$ cat src/rtl/hs_pkg.sv
package hs_pkg;

    typedef enum logic [1:0] {
        M_IDLE     = 2'd0,
        M_SETUP    = 2'd1,
        M_WAIT_ACK = 2'd2,
        M_WAIT_REL = 2'd3
    } mst_state_t;

    typedef enum logic {
        S_IDLE = 1'b0,
        S_HOLD = 1'b1
    } slv_state_t;

    localparam int HS_MIN_SYNC = 2;

    function automatic int clamp_sync(input int stages);
        return (stages < HS_MIN_SYNC) ? HS_MIN_SYNC : stages;
    endfunction

endpackage

$ cat src/rtl/hs_sync.sv
module hs_sync #(
    parameter int STAGES = 2
) (
    input  logic clk,
    input  logic rst,
    input  logic d,
    output logic q
);
    localparam int N = hs_pkg::clamp_sync(STAGES);

    logic [N-1:0] chain;

    always_ff @(posedge clk) begin
        if (rst) chain <= '0;
        else     chain <= {chain[N-2:0], d};
    end

    assign q = chain[N-1];
endmodule

$ cat src/rtl/hs_master.sv
module hs_master
    import hs_pkg::*;
#(
    parameter int ADDR_W      = 3,
    parameter int DATA_W      = 8,
    parameter int SYNC_STAGES = 2
) (
    input  logic              clk,
    input  logic              rst,
    input  logic              start,
    input  logic [ADDR_W-1:0] start_addr,
    input  logic [DATA_W-1:0] start_data,
    input  logic              ack_in,
    output logic              req_out,
    output logic              wr_out,
    output logic [ADDR_W-1:0] addr_out,
    output logic [DATA_W-1:0] data_out,
    output logic              busy,
    output logic              done
);
    mst_state_t state;
    logic       ack_s;

    hs_sync #(.STAGES(SYNC_STAGES)) u_ack_sync (
        .clk (clk),
        .rst (rst),
        .d   (ack_in),
        .q   (ack_s)
    );

    always_ff @(posedge clk) begin
        if (rst) begin
            state    <= M_IDLE;
            req_out  <= 1'b0;
            wr_out   <= 1'b0;
            addr_out <= '0;
            data_out <= '0;
            done     <= 1'b0;
        end else begin
            done <= 1'b0;
            case (state)
                M_IDLE: begin
                    if (start) begin
                        addr_out <= start_addr;
                        data_out <= start_data;
                        wr_out   <= 1'b1;
                        state    <= M_SETUP;
                    end
                end
                M_SETUP: begin
                    req_out <= 1'b1;
                    state   <= M_WAIT_ACK;
                end
                M_WAIT_ACK: begin
                    if (ack_s) begin
                        req_out <= 1'b0;
                        wr_out  <= 1'b0;
                        state   <= M_WAIT_REL;
                    end
                end
                M_WAIT_REL: begin
                    if (!ack_s) begin
                        done  <= 1'b1;
                        state <= M_IDLE;
                    end
                end
                default: state <= M_IDLE;
            endcase
        end
    end

    assign busy = (state != M_IDLE);
endmodule

$ cat src/rtl/hs_slave.sv
module hs_slave
    import hs_pkg::*;
#(
    parameter int ADDR_W      = 3,
    parameter int DATA_W      = 8,
    parameter int SYNC_STAGES = 2
) (
    input  logic              clk,
    input  logic              rst,
    input  logic              req_in,
    input  logic              wr_in,
    input  logic [ADDR_W-1:0] addr_in,
    input  logic [DATA_W-1:0] data_in,
    output logic              ack_out,
    input  logic [ADDR_W-1:0] rd_addr,
    output logic [DATA_W-1:0] rd_data
);
    localparam int DEPTH = 1 << ADDR_W;

    slv_state_t        state;
    logic              req_s;
    logic [DATA_W-1:0] mem [DEPTH];

    hs_sync #(.STAGES(SYNC_STAGES)) u_req_sync (
        .clk (clk),
        .rst (rst),
        .d   (req_in),
        .q   (req_s)
    );

    always_ff @(posedge clk) begin
        if (rst) begin
            state   <= S_IDLE;
            ack_out <= 1'b0;
            for (int i = 0; i < DEPTH; i++) mem[i] <= '0;
        end else begin
            case (state)
                S_IDLE: begin
                    if (req_s && wr_in) begin
                        mem[addr_in] <= data_in;
                        ack_out      <= 1'b1;
                        state        <= S_HOLD;
                    end
                end
                S_HOLD: begin
                    if (!req_s) begin
                        ack_out <= 1'b0;
                        state   <= S_IDLE;
                    end
                end
                default: state <= S_IDLE;
            endcase
        end
    end

    assign rd_data = mem[rd_addr];
endmodule

$ cat src/rtl/hs_write_top.sv
module hs_write_top #(
    parameter int ADDR_W      = 3,
    parameter int DATA_W      = 8,
    parameter int SYNC_STAGES = 2
) (
    input  logic              clk,
    input  logic              rst,
    input  logic              start,
    input  logic [ADDR_W-1:0] start_addr,
    input  logic [DATA_W-1:0] start_data,
    output logic              busy,
    output logic              done,
    output logic              bus_req,
    output logic              bus_ack,
    output logic              bus_wr,
    output logic [ADDR_W-1:0] bus_addr,
    output logic [DATA_W-1:0] bus_data,
    input  logic [ADDR_W-1:0] rd_addr,
    output logic [DATA_W-1:0] rd_data
);
    hs_master #(
        .ADDR_W(ADDR_W), .DATA_W(DATA_W), .SYNC_STAGES(SYNC_STAGES)
    ) u_master (
        .clk        (clk),
        .rst        (rst),
        .start      (start),
        .start_addr (start_addr),
        .start_data (start_data),
        .ack_in     (bus_ack),
        .req_out    (bus_req),
        .wr_out     (bus_wr),
        .addr_out   (bus_addr),
        .data_out   (bus_data),
        .busy       (busy),
        .done       (done)
    );

    hs_slave #(
        .ADDR_W(ADDR_W), .DATA_W(DATA_W), .SYNC_STAGES(SYNC_STAGES)
    ) u_slave (
        .clk     (clk),
        .rst     (rst),
        .req_in  (bus_req),
        .wr_in   (bus_wr),
        .addr_in (bus_addr),
        .data_in (bus_data),
        .ack_out (bus_ack),
        .rd_addr (rd_addr),
        .rd_data (rd_data)
    );
endmodule

$ cat config.mk
export PLATFORM = sky130hd
export DESIGN_NAME = hs_write_top
export DESIGN_NICKNAME = d
export VERILOG_FILES = /design/src/rtl/hs_pkg.sv /design/src/rtl/hs_sync.sv /design/src/rtl/hs_master.sv /design/src/rtl/hs_slave.sv /design/src/rtl/hs_write_top.sv
export SDC_FILE = /design/constraint.sdc
export NUM_CORES = 1
export LEC_CHECK = 0
export ABC_AREA = 1
export BUFFER_PORTS_ARGS = -buffer_cell sky130_fd_sc_hd__buf_2
export CORE_MARGIN = 4
export CORE_UTILIZATION = 55
export DETAILED_ROUTE_END_ITERATION = 7
export GPL_TIMING_DRIVEN = 0
export PLACE_DENSITY = 0.75
export SYNTH_ARGS = -nofsm -noshare
export SYNTH_HDL_FRONTEND = slang
export SYNTH_SLANG_ARGS = --single-unit
$ cat constraint.sdc
create_clock -name clk -period 2 [get_ports clk]
set_input_delay 0.2 -clock clk [delete_from_list [all_inputs] [get_ports clk]]
set_output_delay 0.2 -clock clk [all_outputs]
set_load 0.01 [all_outputs]
==> flow_summary.json <==
{
  "first_iter_violations": 276,
  "fill_cells": 589,
  "grt_pass1_wl_um": 14100,
  "start_util": 0.575,
  "yosysTopAreaCell": "edfxtp_1",
  "cts_buffer_depth": 2,
  "path_cells": "inv_1, nor3_4, nand3_2, nand2_1",
  "fin_tns_setup_ps": 0,
  "fmax_mhz": 553,
  "place.gp.congestion": 0.764,
  "slew_violations": 0,
  "placed_cells": 599,
  "syn_nets": 488,
  "avgSynthCellArea_um2": 8.52,
  "hpwl_um": 6270,
  "criticalPathCategory": "register to register",
  "die_w_um": 93.0,
  "critPathArrivalTime_ps": 1830,
  "outcome": "finished clean",
  "post-route-drc-count": 0,
  "final_core_util": 0.650,
  "critPathMaxFanout": 9,
  "crit_family": "simple AND/OR/NAND/NOR gates",
  "final_cell_mix": "136 x nand2_1, 77 x nor2_1, 66 x inv_1",
  "layout-drive-gt1-share": 0.135,
  "drv_cap": 0,
  "cts_tree": "done",
  "max-vdd-ir-drop_mv": 0.751,
  "clock_latency_ps": 350,
  "hp-class": "input port to register",
  "finalSetupViolCount": 0,
  "worstReg2RegStart": "u_master.wr_out",
  "htree_levels": 3,
  "antenna_found_initial": 0,
  "hp-start": "rst",
  "final_cells": 615,
  "synthDistinctLibCells": 18,
  "clock_sinks": 86,
  "core_um2": 6910,
  "cts_root_buf": "clkbuf_8",
  "track_usage": 0.214,
  "cts.reportedPaths.clkPinSlew_ps": 80,
  "grt_setup_unrepaired": "no",
  "grt_max_degree": 15,
  "hold_buffers": 0,
  "hold_slack_ps": 77.2,
  "hold_viol": 0,
  "die_h_um": 93.0,
  "fp.dieArea_um2": 8640,
  "cp_slowest_stage_delay_ps": 440,
  "start_kind": "register",
  "routed_wl_um": 8440,
  "area_growth_pct": 13.1,
  "crit_buf_inv": 1,
  "yosysSeqAreaShare": 0.595,
  "ys_ff_latch": 86,
  "layout_commonest_cell": "nand2_1",
  "layout_min_cycle_time_ps": 1810,
  "clock_skew_ps": 8.52,
  "diodes": 0,
  "worst_ep_required_time_ps": 2020,
  "synthCells": 466,
  "ios": 41,
  "power.leakage_nw": 2.02,
  "grt_pass1_vias": 2959,
  "cpMaxStageDelayCell": "nor3_4",
  "row_count": 30,
  "syn_area_um2": 3970,
  "worstMarginPinSlew_ps": 688,
  "synthTopCellsByArea": "edfxtp_1 48%, nand2_1 13%, dfxtp_1 11%, nor2_1 7.3%, inv_1 6.2%",
  "placed_area_um2": 4280,
  "yosys_warnings": 0,
  "synth_top_area_share": 0.484,
  "cts_buffers": 9,
  "wire_per_inst_um": 13.7,
  "cp-end-kind": "register",
  "final_net_count": 536,
  "finalCritPeriodShare": 0.904,
  "vias": 3045,
  "overflow": 0,
  "worstSetupStartpoint": "u_master.wr_out",
  "slew_headroom": 0.541,
  "ant_nets": 0,
  "drt-pass1-iter-count": 5,
  "port_buffers": 37,
  "power_density_nw_per_um2": 956,
  "viasPerCell": 4.95,
  "design_area_um2": 4490
}
-- final timing paths --
| path | end | slack, ps | depth (start not counted) |
|---|---|---|---|
| hold / removal | u_slave.u_req_sync.chain[0] | 80 | 2 |
| setup reg to reg | u_slave.mem[7][2] | 190 | 4 |
| setup / recovery | u_slave.mem[7][2] | 190 | 4 |
| hold reg to reg | u_slave.u_req_sync.chain[1] | 410 | 2 |
-- area by class of cell --
class / count / area, um2 / area share
Timing Repair Buffer: 37 / 185 / 0.0412
Inverter: 76 / 285 / 0.0635
Clock inverter: 4 / 27.5 / 0.00613
Clock buffer: 12 / 176 / 0.0393
Tap cell: 96 / 120 / 0.0267
Sequential cell: 86 / 2360 / 0.526
Multi-Input combinational cell: 288 / 1270 / 0.284
Buffer: 16 / 61.3 / 0.0136
-- repair_timing --
| item | in CTS | in global routing |
|---|---|---|
| endpoints found under the setup margin | 0 | 40 |
| buffers inserted | 0 | 0 |
| hold endpoints to repair | 0 | 0 |
| gates resized for setup | 0 | 5 |
-- where the power goes --
part	internal [mW]	switching, mW	leakage, nW
combinational	0.280	0.675	1.07
sequential	2.06	0.0874	0.841
clock	0.595	0.595	0.107
-- state kept, by name (all words and copies together), names as in the netlist --
signal,cells
u_master.addr_out,3
u_master.data_out,8
u_master.done,1
u_master.req_out,1
u_master.state,2
u_master.u_ack_sync.chain,2
u_master.wr_out,1
u_slave.ack_out,1
u_slave.mem,64
u_slave.state,1
u_slave.u_req_sync.chain,2
-- worst register-to-register path: cells and delay by family (launching register included) --
kind	cells	cell delay (ps)
and+or+nand+nor	3	1030
buffers and inverters	1	100
DFF	1	360
-- kinds of logic after synthesis --
| kind of cell | Yosys count | share of synthesized area |
|---|---|---|
| AND/OR/NAND/NOR | 255 | 0.266 |
| adder cells (fa/ha/maj) | 5 | 0.0158 |
| AO/OA/AOI/OAI | 28 | 0.0359 |
| flip-flops | 86 | 0.595 |
| buffers and inverters | 92 | 0.0873 |
-- per-layer routing --
metal	global-route usage	routed length, um	part of all wire	vias to the layer above
li1	-	-	-	1547
met1	0.291	3670	0.44	1389
met2	0.342	4040	0.48	91
met3	0.0366	560	0.066	18
met4	0.0879	164	0.019	0
met5	0	0	0	-
-- cell usage after synthesis --
master      n
buf_1       1
nor3_4      1
or2_2       1
nand3_1    27
edfxtp_1   64
a21oi_1    14
nand3_2     8
buf_2       1
dfxtp_1    22
clkbuf_1   14
clkinv_1    9
o21ai_0    13
ha_1        5
o31ai_1     1
nor2_1     77
inv_1      66
inv_2       1
nand2_1   141
-- metrics by stage --
stage	setup slack, ps	power, mW
6_report	192	4.29
4_1_cts	81.1	4.32
5_1_grt	15.7	4.55
2_1_floorplan	335	2.79
3_3_place_gp	73.2	3.11
3_5_place_dp	27.1	3.14
No activity file was read; power rests on OpenSTA's default activity.
